## config.mk

```make
export PLATFORM = sky130hd
export DESIGN_NAME = card_rst_oneshot
export DESIGN_NICKNAME = d
export VERILOG_FILES = /design/src/rtl/card_rst_pkg.sv /design/src/rtl/crst_glitch_filter.sv /design/src/rtl/crst_tick_counter.sv /design/src/rtl/crst_edge_ctrl.sv /design/src/rtl/card_rst_oneshot.sv
export SDC_FILE = /design/constraint.sdc
export NUM_CORES = 1
export LEC_CHECK = 0
export BUFFER_PORTS_ARGS = -buffer_cell sky130_fd_sc_hd__buf_2
export CORE_MARGIN = 2
export CORE_UTILIZATION = 25
export CTS_CLUSTER_DIAMETER = 30
export DETAILED_ROUTE_END_ITERATION = 8
export HOLD_SLACK_MARGIN = 0.02
export SYNTH_ARGS = -nofsm -noshare
export SYNTH_HDL_FRONTEND = slang
export SYNTH_SLANG_ARGS = --single-unit
```

## constraint.sdc

```tcl
create_clock -name clk -period 1.85 [get_ports clk]
set_input_delay 0.2775 -clock clk [delete_from_list [all_inputs] [get_ports clk]]
set_output_delay 0.2775 -clock clk [all_outputs]
set_load 0.02 [all_outputs]
```

## src/rtl/card_rst_pkg.sv

```systemverilog
package card_rst_pkg;
  typedef enum logic [1:0] {
    ST_INIT  = 2'd0,
    ST_ARMED = 2'd1,
    ST_HIGH  = 2'd2,
    ST_DEB   = 2'd3
  } ctl_state_e;
endpackage

```

## src/rtl/crst_glitch_filter.sv

```systemverilog
module crst_glitch_filter #(
  parameter int FILT_LEN = 4
) (
  input  logic clk,
  input  logic rst_n,
  input  logic din,
  output logic level,
  output logic seeded,
  output logic seed_stb,
  output logic rise_stb,
  output logic fall_stb
);
  localparam int CW = $clog2(FILT_LEN + 1);
  localparam logic [CW-1:0] LAST = CW'(FILT_LEN - 1);

  logic          seeded_q, seeded_d;
  logic          level_q, level_d;
  logic [CW-1:0] cnt_q, cnt_d;
  logic          seed_q, seed_d;
  logic          rise_q, rise_d;
  logic          fall_q, fall_d;

  always_comb begin
    seeded_d = seeded_q;
    level_d  = level_q;
    cnt_d    = cnt_q;
    seed_d   = 1'b0;
    rise_d   = 1'b0;
    fall_d   = 1'b0;
    if (!seeded_q) begin
      seeded_d = 1'b1;
      level_d  = din;
      cnt_d    = '0;
      seed_d   = 1'b1;
    end else if (din != level_q) begin
      if (cnt_q == LAST) begin
        level_d = din;
        cnt_d   = '0;
        rise_d  = din;
        fall_d  = ~din;
      end else begin
        cnt_d = cnt_q + CW'(1);
      end
    end else begin
      cnt_d = '0;
    end
  end

  always_ff @(posedge clk or negedge rst_n) begin
    if (!rst_n) begin
      seeded_q <= 1'b0;
      level_q  <= 1'b0;
      cnt_q    <= '0;
      seed_q   <= 1'b0;
      rise_q   <= 1'b0;
      fall_q   <= 1'b0;
    end else begin
      seeded_q <= seeded_d;
      level_q  <= level_d;
      cnt_q    <= cnt_d;
      seed_q   <= seed_d;
      rise_q   <= rise_d;
      fall_q   <= fall_d;
    end
  end

  assign level    = level_q;
  assign seeded   = seeded_q;
  assign seed_stb = seed_q;
  assign rise_stb = rise_q;
  assign fall_stb = fall_q;
endmodule

```

## src/rtl/crst_tick_counter.sv

```systemverilog
module crst_tick_counter #(
  parameter int LOAD_VAL = 210
) (
  input  logic clk,
  input  logic rst_n,
  input  logic load,
  input  logic tick,
  output logic is_zero
);
  localparam int CW = $clog2(LOAD_VAL + 1);

  logic [CW-1:0] cnt_q, cnt_d;
  logic          cnt_en;

  assign is_zero = (cnt_q == '0);
  assign cnt_en  = load | (tick & ~is_zero);

  always_comb begin
    if (load) cnt_d = CW'(LOAD_VAL);
    else      cnt_d = cnt_q - CW'(1);
  end

  always_ff @(posedge clk or negedge rst_n) begin
    if (!rst_n)      cnt_q <= '0;
    else if (cnt_en) cnt_q <= cnt_d;
  end
endmodule

```

## src/rtl/crst_edge_ctrl.sv

```systemverilog
module crst_edge_ctrl
  import card_rst_pkg::*;
(
  input  logic       clk,
  input  logic       rst_n,
  input  logic       seed_stb,
  input  logic       level,
  input  logic       rise_stb,
  input  logic       fall_stb,
  input  logic       deb_zero,
  output logic       trig,
  output logic       deb_load,
  output ctl_state_e state
);
  ctl_state_e st_q, st_d;

  always_comb begin
    st_d     = st_q;
    trig     = 1'b0;
    deb_load = 1'b0;
    unique case (st_q)
      ST_INIT: begin
        if (seed_stb) st_d = level ? ST_HIGH : ST_ARMED;
      end
      ST_ARMED: begin
        if (rise_stb) begin
          trig = 1'b1;
          st_d = ST_HIGH;
        end
      end
      ST_HIGH: begin
        if (fall_stb) begin
          deb_load = 1'b1;
          st_d     = ST_DEB;
        end
      end
      ST_DEB: begin
        if (fall_stb)      deb_load = 1'b1;
        else if (deb_zero) st_d = level ? ST_HIGH : ST_ARMED;
      end
      default: st_d = ST_INIT;
    endcase
  end

  always_ff @(posedge clk or negedge rst_n) begin
    if (!rst_n) st_q <= ST_INIT;
    else        st_q <= st_d;
  end

  assign state = st_q;
endmodule

```

## src/rtl/card_rst_oneshot.sv

```systemverilog
module card_rst_oneshot
  import card_rst_pkg::*;
#(
  parameter int FILT_LEN = 4,
  parameter int PULSE_MS = 210,
  parameter int DEB_MS   = 210
) (
  input  logic clk,
  input  logic rst_n,
  input  logic ms_tick,
  input  logic det_in,
  output logic rst_req
);
  logic       filt_level, filt_seeded, seed_stb, rise_stb, fall_stb;
  logic       trig, deb_load, deb_zero, pulse_zero;
  ctl_state_e ctl_state;

  crst_glitch_filter #(.FILT_LEN(FILT_LEN)) u_filt (
    .clk(clk), .rst_n(rst_n), .din(det_in),
    .level(filt_level), .seeded(filt_seeded), .seed_stb(seed_stb),
    .rise_stb(rise_stb), .fall_stb(fall_stb)
  );

  crst_edge_ctrl u_ctrl (
    .clk(clk), .rst_n(rst_n), .seed_stb(seed_stb), .level(filt_level),
    .rise_stb(rise_stb), .fall_stb(fall_stb), .deb_zero(deb_zero),
    .trig(trig), .deb_load(deb_load), .state(ctl_state)
  );

  crst_tick_counter #(.LOAD_VAL(DEB_MS)) u_deb (
    .clk(clk), .rst_n(rst_n), .load(deb_load), .tick(ms_tick), .is_zero(deb_zero)
  );

  crst_tick_counter #(.LOAD_VAL(PULSE_MS)) u_pulse (
    .clk(clk), .rst_n(rst_n), .load(trig), .tick(ms_tick), .is_zero(pulse_zero)
  );

  assign rst_req = ~pulse_zero;
endmodule

```

# After elaboration in Yosys (flattened, before gate mapping)
# Index checks and enable logic that the tools add are counted.
# word_totals
register_bits	26
latch_bits	0
mem_bits_rw	0
mem_bits_ro	0
inputBits	4
out_inout_bits	1
word_cells	63
n_memories	0
# op_classes
n_addsub	3
mul	0
div	0
magnitude_cmp	0
eq_ne	12
shifts	0
muxes	26
bitwise	7
n_reduce_logical	6
# op_table
operator	count
8-bit logical NOT	2
8-bit 2-to-1 mux	2
8-bit by 1-bit subtractor with 8-bit output, second input constant	2
1-bit 2-to-1 mux	14
2-bit 2-to-1 mux	6
2-bit inequality test, second input constant	6
3-bit 2-to-1 mux	3
2-bit one-hot mux with 4 select lines	1
5-bit AND reduction	1
2-bit equality test, second input constant	2
3-bit by 1-bit adder with 3-bit output, second input constant	1
3-bit by 2-bit equality test with 1-bit output, second input constant	1
1-bit NOT	3
1-bit bitwise AND	2
2-bit by 1-bit equality test with 1-bit output, second input constant	1
2-bit logical NOT	1
2-bit by 1-bit inequality test with 1-bit output, second input constant	1
1-bit bitwise OR	2
2-bit AND reduction	1
2-bit OR reduction	1
1-bit inequality test	1

# Depth between registers and ports, before layout
# Gate-level depths: netlist of the first run.
# logic_depth
word_depth	4
depth_mapped	7

# Hierarchy
# Synthesis of the first run repeated with hierarchy kept, for this count alone.
# unflattened
cells_unflattened	147
area_unflattened_um2	1485.2
# modules_own_cells
mod	instances	cells_per_inst	area_per_inst_um2	seq_area_each_um2
crst_tick_counter	2	51	481.7	200.2
crst_glitch_filter	1	25	309.0	200.2
crst_edge_ctrl	1	19	209.0	50.0
card_rst_oneshot	1	1	3.8	0.0

# Worst setup path after synthesis of the first run
# No wires, ideal clock.
# synth_path
kind	register to register
startpoint	register u_deb.cnt_q[0]
endpoint	register u_ctrl.st_q[1] (netlist: u_ctrl.state[1])
arrival_ps	1800
path_slack_ps	-75
path_stages_with_launch	8
n_path_buf	1
path_cell_list	dfrtp_1 > inv_1 > ha_1 > or4b_1 > buf_2 > o31ai_2 > nand2_1 > mux2_4
# synth_between
elab_chain_cells	3
# synth_lines
element	line_no	text
start, declared	crst_tick_counter.sv:12	logic [CW-1:0] cnt_q, cnt_d;
start signal, assigned	crst_tick_counter.sv:25	else if (cnt_en) cnt_q <= cnt_d;
8-bit logical NOT	crst_tick_counter.sv:15	assign is_zero = (cnt_q == '0);
2-bit by 1-bit inequality test with 1-bit output (no line)	-	
5-bit AND reduction (no line)	-	
end signal, assigned	crst_edge_ctrl.sv:47	else st_q <= st_d;
end, declared	crst_edge_ctrl.sv:15	ctl_state_e st_q, st_d;
# No other way between the ends.
# A chain may end at the register's enable or synchronous reset.

# Worst setup path in the final report of the first run
# Ends and elaborated chain as after synthesis.

==> qor.tcl, run 1 <==
set qor(design.die.area_um2) 6036
set qor(grt.total_usage_pct) 9.046
set qor(setup.worst_path.end_class) {register}
set qor(routedLengthMet1_mm) 1.184
set qor(place_inst) 218
set qor(setup_tns_ps) 0
set qor(cell_internal_pwr_mw) 1.444
set qor(synth.top_cells.by_area) {sky130_fd_sc_hd__dfrtp_1 (48%), sky130_fd_sc_hd__ha_1 (7.4%), sky130_fd_sc_hd__xor2_1 (4.5%), sky130_fd_sc_hd__nand2_1 (4.4%), sky130_fd_sc_hd__nor2_1 (3.3%)}
set qor(start_util_pct) 26.25
set qor(cts.reportedPaths.clkPinSlew_ps) 100
set qor(die_h_um) 77.69
set qor(dpl_worst_slack_ps) 4.836
set qor(grt_setup_unrepaired) {yes}
set qor(placed_area_um2) 1534
set qor(max_cap_violations) 0
set qor(detailroute.via_count) 976
set qor(power.density_nw_per_um2) 1371
set qor(clock-skew-final_ps) 11.46
set qor(drt_iter0_drc) 55
set qor(antenna_found_initial) 0
set qor(antenna_cells) 0
set qor(synth-async-reset-ratio_pct) 100.0
set qor(final_area_um2) 1644
set qor(worst-endpoint-arrival_ps) 1980
set qor(power.clock.fraction_pct) 16.3
set qor(place_hpwl_mm) 1.740
set qor(crit_required_ps) 2020
set qor(cts_post_setup_buffers_inserted) 0
set qor(worstSetupPathType) {reg2reg}
set qor(syn_to_final_growth_pct) 21.11
set qor(whs_ps) 218.1
set qor(tightestPinTransition_ps) 575.7
set qor(synth_top_flop_cell) {sky130_fd_sc_hd__dfrtp_1}
set qor(power.share.combinational_pct) 41.3
set qor(final.min_clock_period_ps) 1815
set qor(setup_viol_count_final) 0
set qor(htree_levels) 1
set qor(nets) 166
set qor(route.met2.wl_mm) 1.096
set qor(numPortBuffers) 4
set qor(avgViaCountPerCell) 4.377
set qor(drt_pre_antenna_iters) 4
set qor(vias_in_the_first_global_route) 929
set qor(pin_count) 5
set qor(clockBufferDepth) 2
set qor(grt_max_degree) 27
set qor(worst_path_dominant_cell_family) {simple AND/OR/NAND/NOR gates}
set qor(detailroute.wirelength.met3_um) 85
set qor(total_power_mw) 2.254
set qor(crit_path_max_incr_delay_ps) 490
set qor(slew_viol_final) 0
set qor(critPathLaunchType) {register}
set qor(vdd.ir_drop.worst_mv) 0.3744
set qor(power_switching_share_pct) 35.91
set qor(wirelength_mm) 2.389
set qor(synth.yosys.warnings) 0
set qor(outcome) {complete, no violations}
set qor(clkSinkCount) 26
set qor(cpMaxStageDelayCell) {sky130_fd_sc_hd__or4b_4}
set qor(clk_root_buffer_cell) {sky130_fd_sc_hd__clkbuf_8}
set qor(tritoncts) {done}
set qor(std_cell_rows) 26
set qor(drt_drc_violations_left) 0
set qor(fin_crit_sh_pct) 98.13
set qor(yosys_register_bits) 26
set qor(grt-ovfl-total) 0
set qor(coreArea_um2) 5172
set qor(gp_congestion) 0.7530
set qor(post-route-util_pct) 31.79
set qor(stdcell_count) 223
set qor(synth.distinct_cells) 38
set qor(seq_power_share_pct) 42.4
set qor(share_of_post_route_cells_with_drive_strength_above_1_pct) 20.92
set qor(cp_cell_sequence) {inv_2 -> ha_1 -> or4b_4 -> o31ai_4 -> nand2_2 -> mux2_4}
set qor(wire_length_of_the_first_global_routing_pass_mm) 4.319
set qor(ys_seq_area_share_pct) 47.93
set qor(critical_path_fanouts_max) 3
set qor(post-synth-top-area-fraction_pct) 47.93
set qor(syn_inst) 136
set qor(topRoutingLayerUsed) {met4}
set qor(finalHoldViolCount) 0
set qor(drt-wirelength-per-cell_um) 10.71
set qor(synth_largest_area_cell) {sky130_fd_sc_hd__dfrtp_1}
set qor(total_switching_power_mw) 0.8093
set qor(synthesis.area_um2) 1358
set qor(max_slew_margin_pct) 61.62
set qor(antenna_left) 0
set qor(synthesis.area_per_instance_um2) 9.982
set qor(clock_latency_ps) 270
set qor(cp.buffers_inverters) 1
set qor(numCtsBuffers) 3
set qor(postSynthNetCount) 148
set qor(fmaxAchievable_mhz) 550.8
set qor(number_of_flops_mapped_to_enable_cells_by_yosys) 0
set qor(final_critical_path_setup_slack_ps) 34.58
set qor(hold_path.class) {in2reg}
set qor(static-leakage-power_nw) 0.7083
set qor(chipWidth_um) 77.69
[kinds of logic (layout without fill, tap and decap cells)]
group                    after synthesis  after routing  synth area share [%]
AO/OA/AOI/OAI                         18             18                 9.769
flip-flops                            26             26                 47.93
adder cells (fa/ha/maj)                8              8                 7.374
AND/OR/NAND/NOR                       56             56                 21.38
XOR/XNOR                               9              9                 5.807
other                                  1              1                0.2762
buffers and inverters                 14             31                 4.055
multiplexers                           4              4                 3.410
[cell usage in the layout, fill, tap and decap left out, drive strengths merged]
cell         count
nor3b            3
conb             1
nand3            3
or4b             3
o2111ai          1
dlygate4sd3      1
nand2b           1
xor2             7
dfrtp           26
mux2i            2
a21oi            3
a222oi           1
nor2            12
inv             11
and4b            1
or4              1
nand2           16
o211ai           5
a21boi           1
mux2             2
and2             1
buf             15
or3              4
clkbuf           4
nor3             5
ha               8
xnor2            2
nor2b            1
or2              2
o31ai            3
nor4             1
o21bai           1
o21ai            3
nand4            2
[flip-flops by register name, indices dropped and copies added (netlist names), 2 cells and up]
signal	flops
u_ctrl.state	2
u_filt.cnt_q	3
u_deb.cnt_q	8
u_pulse.cnt_q	8
[metal layers]
metal,up-vias,track usage [%]
met5,-,0
met4,0,2.679
met1,464,12.07
met2,9,13.71
met3,2,3.256
li1,501,-
[synth_stat cells, types with 2 or more instances]
library cell / n
sky130_fd_sc_hd__nand2_1: 16
sky130_fd_sc_hd__ha_1: 8
sky130_fd_sc_hd__buf_2: 2
sky130_fd_sc_hd__a21oi_1: 3
sky130_fd_sc_hd__nand3_1: 3
sky130_fd_sc_hd__o211ai_1: 5
sky130_fd_sc_hd__or3_1: 4
sky130_fd_sc_hd__nor2_1: 12
sky130_fd_sc_hd__mux2i_1: 2
sky130_fd_sc_hd__inv_1: 11
sky130_fd_sc_hd__xnor2_1: 2
sky130_fd_sc_hd__or2_2: 2
sky130_fd_sc_hd__nand4_1: 2
sky130_fd_sc_hd__or4b_2: 2
sky130_fd_sc_hd__o31ai_1: 2
sky130_fd_sc_hd__nor3_1: 5
sky130_fd_sc_hd__xor2_1: 7
sky130_fd_sc_hd__dfrtp_1: 26
sky130_fd_sc_hd__nor3b_1: 3
[area by class of cell]
class | instances | area, um2
Fill cell | 522 | 3528
Multi-Input combinational cell | 96 | 693.2
Sequential cell | 26 | 650.6
Timing Repair Buffer | 16 | 116.4
Tap cell | 70 | 87.58
Clock buffer | 4 | 55.05
Inverter | 11 | 41.29
[final timing paths]
kind                                 start  cells after the start         endpoint  slack [ps]
setup reg to reg            u_deb.cnt_q[0]                      6  u_ctrl.state[1]          30
setup / recovery            u_deb.cnt_q[0]                      6  u_ctrl.state[1]          30
max in group asynchronous            rst_n                      2   u_deb.cnt_q[1]         930
hold reg to reg            u_filt.cnt_q[0]                      1  u_filt.cnt_q[0]         440
min in group asynchronous            rst_n                      2   u_deb.cnt_q[2]         520
hold / removal                      det_in                      2  u_filt.fall_stb         220
[timing repair]
action                                  in CTS  in global routing
endpoints found under the hold margin        1                  0
pin swaps                                    0                  2
endpoints found under the setup margin       1                  8
gates resized for setup                      1                  7
hold buffers                                 1                  0
[power groups by stage]
stage / Clock [mW] / Sequential, mW / Combinational, mW
after floorplan: 0 / 0.935 / 0.603
after global placement: 0 / 0.954 / 0.878
after detailed placement: 0 / 0.961 / 0.882
after CTS: 0.385 / 0.952 / 0.891
after global routing: 0.404 / 0.987 / 1.08
final: 0.367 / 0.956 / 0.931
(Power assumes the default switching activity.)
==> inputs of run 2 (changes only) <==
--- a/config.mk
+++ b/config.mk
@@ -8,9 +8,11 @@
 export BUFFER_PORTS_ARGS = -buffer_cell sky130_fd_sc_hd__buf_2
 export CORE_MARGIN = 2
 export CORE_UTILIZATION = 25
+export CTS_BUF_LIST = sky130_fd_sc_hd__clkbuf_4
 export CTS_CLUSTER_DIAMETER = 30
 export DETAILED_ROUTE_END_ITERATION = 8
 export HOLD_SLACK_MARGIN = 0.02
 export SYNTH_ARGS = -nofsm -noshare
 export SYNTH_HDL_FRONTEND = slang
+export SYNTH_HIERARCHICAL = 1
 export SYNTH_SLANG_ARGS = --single-unit
==> qor.tcl, run 2 <==
set qor(critical_path_fanouts_max) 6
set qor(power.share.combinational_pct) 52.6
set qor(synth.top_cells.by_area) {sky130_fd_sc_hd__dfrtp_1 (44%), sky130_fd_sc_hd__ha_1 (7.6%), sky130_fd_sc_hd__mux2i_1 (4.0%), sky130_fd_sc_hd__nor2_1 (4.0%), sky130_fd_sc_hd__inv_1 (3.0%)}
set qor(drt_pre_antenna_iters) 4
set qor(synth.yosys.warnings) 6
set qor(met2_capacity_usage_during_global_routing_pct) 15.62
set qor(clock_latency_ps) 310
set qor(final_area_um2) 1852
set qor(setup_viol_count_final) 2
set qor(critPathLaunchType) {register}
set qor(detailroute.via_count) 1149
set qor(total_power_mw) 2.463
set qor(tightestPinTransition_ps) 604.3
set qor(hold_path.class) {in2reg}
set qor(seq_power_share_pct) 37.3
set qor(design.die.area_um2) 6573
set qor(antenna_found_initial) 0
set qor(vdd.ir_drop.worst_mv) 0.4128
set qor(nets) 191
set qor(setup.worst_path.end_class) {primary output}
set qor(htree_levels) 1
set qor(layout_commonest_cell) {sky130_fd_sc_hd__dfrtp_1}
set qor(worstSetupPathType) {reg2out}
set qor(fmaxAchievable_mhz) 527.5
set qor(total_switching_power_mw) 0.9252
set qor(clkSinkCount) 26
set qor(power_switching_share_pct) 37.56
set qor(post-synth-top-area-fraction_pct) 43.81
set qor(clk_root_buffer_cell) {sky130_fd_sc_hd__clkbuf_4}
set qor(crit_required_ps) 1570
set qor(grt_setup_unrepaired) {yes}
set qor(share_of_post_route_cells_with_drive_strength_above_1_pct) 31.64
set qor(drt-wirelength-per-cell_um) 10.87
set qor(grtUsageMet3_pct) 1.000
set qor(gp_congestion) 0.7996
set qor(cts.reportedPaths.clkPinSlew_ps) 150
set qor(dpl_worst_slack_ps) -39.62
set qor(grt_max_degree) 27
set qor(max_cap_violations) 0
set qor(timing.hold.worst_path_depth) 2
set qor(yosys_register_bits) 26
set qor(cell_internal_pwr_mw) 1.538
set qor(tritoncts) {done}
set qor(whs_ps) 154.7
set qor(grt-ovfl-total) 0
set qor(top_regs) {u_deb/cnt_q (8), u_pulse/cnt_q (8), u_filt/cnt_q (3)}
set qor(grt.total_usage_pct) 9.215
set qor(synthesis.area_per_instance_um2) 10.10
set qor(postSynthNetCount) 160
set qor(layout_common_cells) {sky130_fd_sc_hd__dfrtp_1 (26), sky130_fd_sc_hd__buf_4 (25), sky130_fd_sc_hd__nor2_1 (14), sky130_fd_sc_hd__nand2_1 (8)}
set qor(avgViaCountPerCell) 4.560
set qor(std_cell_rows) 28
set qor(start_util_pct) 25.54
set qor(power.density_nw_per_um2) 1330
set qor(vias_in_the_first_global_route) 1108
set qor(antenna_cells) 0
set qor(fin_crit_sh_pct) 102.5
set qor(placed_area_um2) 1714
set qor(worst-endpoint-arrival_ps) 1620
set qor(fill_cells) 620
set qor(place_inst) 239
set qor(clockBufferDepth) 2
set qor(final.min_clock_period_ps) 1896
set qor(wirelength_mm) 2.740
set qor(static-leakage-power_nw) 0.7939
set qor(coreArea_um2) 5816
set qor(worst-r2r-cell-count) 7
set qor(stdcell_count) 252
set qor(wire_length_of_the_first_global_routing_pass_mm) 4.885
set qor(power.clock.fraction_pct) 10.1
set qor(clock-skew-final_ps) 4.391
set qor(final_critical_path_setup_slack_ps) -45.61
set qor(numCtsBuffers) 3
set qor(ys_seq_area_share_pct) 43.81
set qor(synth_most_common_cell) {sky130_fd_sc_hd__dfrtp_1}
set qor(number_of_flops_mapped_to_enable_cells_by_yosys) 0
set qor(busiest_layer) {met2}
set qor(synth-async-reset-ratio_pct) 100.0
set qor(antenna_left) 0
set qor(place_hpwl_mm) 1.947
set qor(gr-usage-met1_pct) 12.25
set qor(synth.distinct_cells) 36
set qor(syn_to_final_growth_pct) 24.68
set qor(die_h_um) 81.08
set qor(violations) {setup timing}
set qor(synthesis.area_um2) 1485
set qor(finalHoldViolCount) 0
set qor(slew_viol_final) 0
set qor(drt_iter0_drc) 32
set qor(synth_largest_area_cell) {sky130_fd_sc_hd__dfrtp_1}
set qor(drt_drc_violations_left) 0
set qor(chipWidth_um) 81.08
set qor(numPortBuffers) 4
set qor(ys_top_cells_by_count) {sky130_fd_sc_hd__dfrtp_1 (26), sky130_fd_sc_hd__nor2_1 (16), sky130_fd_sc_hd__inv_1 (12)}
set qor(pin_count) 5
set qor(outcome) {complete, but fails checks}
set qor(syn_inst) 147
set qor(synth_top_flop_cell) {sky130_fd_sc_hd__dfrtp_1}
set qor(max_slew_margin_pct) 59.71
run 2: cell count changes in the layout (fill, tap and decap cells not counted), moves of 4 or more:
| cell | delta |
|---|---|
| sky130_fd_sc_hd__mux2i_1 | +4 |
| sky130_fd_sc_hd__clkbuf_8 | -4 |
| sky130_fd_sc_hd__o41ai_1 | +4 |
| sky130_fd_sc_hd__nor2b_1 | +4 |
| sky130_fd_sc_hd__inv_2 | +4 |
| sky130_fd_sc_hd__xor2_1 | -6 |
| sky130_fd_sc_hd__or3_1 | -4 |
| sky130_fd_sc_hd__nand2_1 | -7 |
| sky130_fd_sc_hd__buf_4 | +15 |
run 2: final timing paths:
path	start	endpoint	slack, ps
hold / removal	det_in	u_filt/fall_stb	150
max in group asynchronous	rst_n	u_deb/cnt_q[3]	970
setup reg to reg	u_deb/cnt_q[1]	u_ctrl/state[0]	-10
min in group asynchronous	rst_n	u_filt/cnt_q[1]	480
setup / recovery	u_pulse/cnt_q[2]	rst_req	-50
hold reg to reg	u_filt/cnt_q[0]	u_filt/cnt_q[0]	470
run 2: final cells by class:
| class | count | area [um2] | share of cell area, % |
|---|---|---|---|
| inverters | 12 | 45.04 | 2.432 |
| multi-input cells | 105 | 812.0 | 43.85 |
| clock buffers | 3 | 22.52 | 1.216 |
| well taps | 75 | 93.84 | 5.068 |
| flip-flops and latches | 26 | 650.6 | 35.14 |
| repair buffers | 30 | 224.0 | 12.09 |
| clock inverters | 1 | 3.754 | 0.2027 |
run 2: repair_timing:
action / CTS / global route
hold buffers: 1 / 0
hold endpoints to repair: 26 / 0
setup buffers: 7 / 1
pin swaps: 5 / 2
resized for setup: 12 / 2
gates cloned: 0 / 0
endpoints found under the setup margin: 3 / 5
run 2: logic make-up (layout without fill, tap and decap cells):
| group | count (synthesis) | in the layout | share of synthesized area, % |
|---|---|---|---|
| fa+ha+maj | 9 | 9 | 7.582 |
| simple gates | 62 | 62 | 24.68 |
| flops | 26 | 26 | 43.81 |
| buf+inv | 16 | 46 | 5.055 |
| other cells | 1 | 1 | 0.2525 |
| mux | 8 | 8 | 5.560 |
| xor+xnor | 1 | 1 | 0.5898 |
| compound gates | 24 | 24 | 12.47 |
run 2: stage by stage:
stage	setup TNS (ps)	util, %
6_report	-55.90	31.84
5_1_grt	-324.3	31.84
4_1_cts	-157.0	31.58
3_5_place_dp	-53.33	29.48
3_3_place_gp	0	29.48
2_1_floorplan	0	-
run 2: worst max-delay path: stages (launching register included):
cell                      delay, ps
sky130_fd_sc_hd__dfrtp_1        400
sky130_fd_sc_hd__or4_4          600
sky130_fd_sc_hd__nor2_4         140
sky130_fd_sc_hd__inv_2           40
sky130_fd_sc_hd__buf_6          120
run 2: power groups by stage:
stage / logic, mW / clock network, mW / registers, mW
floorplan: 0.806 / 0 / 0.921
global placement: 1.12 / 0 / 0.929
detailed placement: 1.13 / 0 / 0.934
CTS: 1.26 / 0.258 / 0.919
global route: 1.45 / 0.280 / 0.944
finish: 1.30 / 0.248 / 0.919
run 2: routing by layer:
layer	part of all wire [%]	vias to the layer above
li1	-	577
met1	47	548
met2	49	20
met3	2.8	4
met4	0.77	0
met5	0	-
==> inputs of run 3 (changes only) <==
--- a/config.mk
+++ b/config.mk
@@ -12,6 +12,7 @@
 export CTS_CLUSTER_DIAMETER = 30
 export DETAILED_ROUTE_END_ITERATION = 8
 export HOLD_SLACK_MARGIN = 0.02
+export PLACE_DENSITY = 0.48
 export SYNTH_ARGS = -nofsm -noshare
 export SYNTH_HDL_FRONTEND = slang
 export SYNTH_HIERARCHICAL = 1
==> qor.tcl, run 3 (synthesis results as in run 2) <==
set qor(antenna_left) 0
set qor(power.density_nw_per_um2) 1363
set qor(antenna_found_initial) 0
set qor(hold_path.class) {in2reg}
set qor(total_power_mw) 2.628
set qor(layout_commonest_cell) {sky130_fd_sc_hd__buf_4}
set qor(rrSetupSlack_ps) 0
set qor(fin_crit_sh_pct) 102.9
set qor(max_slew_margin_pct) 58.37
set qor(antenna_cells) 0
set qor(setup_viol_count_final) 2
set qor(placed_area_um2) 1722
set qor(start_util_pct) 25.54
set qor(timing.rr.start) {u_deb/cnt_q[1]}
set qor(wire_length_of_the_first_global_routing_pass_mm) 5.506
set qor(r2r-end) {u_ctrl/state[1]}
set qor(drt-wirelength-per-cell_um) 12.08
set qor(design.die.area_um2) 6573
set qor(chipWidth_um) 81.08
set qor(critPathLaunchType) {register}
set qor(tritoncts) {done}
set qor(slew_viol_final) 0
set qor(hold_end) {u_filt/fall_stb}
set qor(total_switching_power_mw) 0.9805
set qor(grt.total_usage_pct) 10.70
set qor(gp_congestion) 0.7969
set qor(final.min_clock_period_ps) 1904
set qor(vias_in_the_first_global_route) 1235
set qor(grt-ovfl-total) 0
set qor(fill_cells) 627
set qor(power.clock.fraction_pct) 9.7
set qor(tightestPinTransition_ps) 624.5
set qor(place_hpwl_mm) 2.229
set qor(detailroute.via_count) 1195
set qor(worst-endpoint-arrival_ps) 1630
set qor(worst-r2r-cell-count) 7
set qor(clock-skew-final_ps) 2.079
set qor(outcome) {complete, but fails checks}
set qor(cts.reportedPaths.clkPinSlew_ps) 150
set qor(crit_required_ps) 1570
set qor(hold_start) {det_in}
set qor(critical_path_fanouts_max) 6
set qor(final_critical_path_setup_slack_ps) -53.98
set qor(grt_setup_unrepaired) {yes}
set qor(avgViaCountPerCell) 4.596
set qor(clk_root_buffer_cell) {sky130_fd_sc_hd__clkbuf_4}
set qor(grt_max_degree) 27
set qor(final_area_um2) 1928
set qor(power.share.combinational_pct) 54.9
set qor(layout_common_cells) {sky130_fd_sc_hd__buf_4 (33), sky130_fd_sc_hd__dfrtp_1 (26), sky130_fd_sc_hd__nor2_1 (14), sky130_fd_sc_hd__nand2_1 (8)}
set qor(numPortBuffers) 4
set qor(finalHoldViolCount) 0
set qor(pin_count) 5
set qor(cell_internal_pwr_mw) 1.648
set qor(vdd.ir_drop.worst_mv) 0.3947
set qor(drt_pre_antenna_iters) 5
set qor(fmaxAchievable_mhz) 525.2
set qor(htree_levels) 1
set qor(drt_iter0_drc) 49
set qor(syn_to_final_growth_pct) 29.82
set qor(dpl_worst_slack_ps) -54.84
set qor(numCtsBuffers) 3
set qor(power_switching_share_pct) 37.30
set qor(share_of_post_route_cells_with_drive_strength_above_1_pct) 35.68
set qor(clock_latency_ps) 320
set qor(seq_power_share_pct) 35.3
set qor(std_cell_rows) 28
set qor(setup.worst_path.end_class) {primary output}
set qor(setup_tns_ps) -56.35
set qor(coreArea_um2) 5816
set qor(worstSetupPathType) {reg2out}
set qor(nets) 199
set qor(drt_drc_violations_left) 0
set qor(static-leakage-power_nw) 0.8353
set qor(clockBufferDepth) 2
set qor(die_h_um) 81.08
set qor(violations) {setup timing}
set qor(max_cap_violations) 0
set qor(post-route-util_pct) 33.15
set qor(clkSinkCount) 26
set qor(wirelength_mm) 3.141
set qor(top_regs) {u_deb/cnt_q (8), u_pulse/cnt_q (8), u_filt/cnt_q (3)}
set qor(timing.hold.worst_path_depth) 2
-- run 3: cell types whose count changed in the layout (fill, tap and decap cells not counted), sizes merged --
cell	before	now
buf	29	37
-- run 3: layout make-up --
type                       count  area (um2)  area share (%)
clock buffer                   3       22.52           1.168
clock inverter                 1       3.754          0.1947
inverter                      12       45.04           2.336
multi-input combinational    105       828.3           42.96
sequential                    26       650.6           33.74
tap                           75       93.84           4.867
timing repair buffer          38       284.0           14.73
-- run 3: worst max path at each step --
stage                startpoint  depth (start not counted)              end
2_1_floorplan    u_deb/cnt_q[1]                          7  u_ctrl/state[0]
3_3_place_gp     u_deb/cnt_q[1]                          7  u_ctrl/state[0]
3_5_place_dp     u_deb/cnt_q[1]                          7  u_ctrl/state[1]
4_1_cts          u_deb/cnt_q[1]                          7  u_ctrl/state[1]
5_1_grt        u_pulse/cnt_q[3]                          4          rst_req
6_report       u_pulse/cnt_q[3]                          4          rst_req
-- run 3: metrics by stage --
| stage | hold WS (ps) | instances |
|---|---|---|
| finish | 143.2 | 260 |
| global route | 117.8 | 260 |
| CTS | 121.9 | 255 |
| detailed placement | 337.5 | 240 |
| global placement | 323.7 | 240 |
| floorplan | -18.09 | 147 |
-- run 3: per-layer routing --
metal  GRT usage [%]  up-vias  share of wire [%]
li1                -      596                  -
met1           11.99      577                 42
met2           20.17       20                 54
met3           3.000        2                3.0
met4           2.034        0               0.67
met5               0        -                  0
-- run 3: worst max-delay path, cell delays in order (launching register included) --
cell and delay, ps:
sky130_fd_sc_hd__dfrtp_1 420, sky130_fd_sc_hd__or4_4 590, sky130_fd_sc_hd__nor2_4 140, sky130_fd_sc_hd__inv_2 40
sky130_fd_sc_hd__buf_6 120
-- run 3: power by group through the flow --
stage,clock (mW),combinational (mW),sequential [mW]
2_1_floorplan,0,0.806,0.921
3_3_place_gp,0,1.11,0.924
3_5_place_dp,0,1.15,0.940
4_1_cts,0.272,1.35,0.922
5_1_grt,0.301,1.62,0.961
6_report,0.256,1.44,0.929
-- run 3: repair_timing --
action                     in CTS  in global routing
pin swaps                       5                  3
hold buffers                    1                  0
buffers inserted               10                  5
setup endpoints to repair       3                  7
hold endpoints to repair       26                  0
resized for setup              12                  4
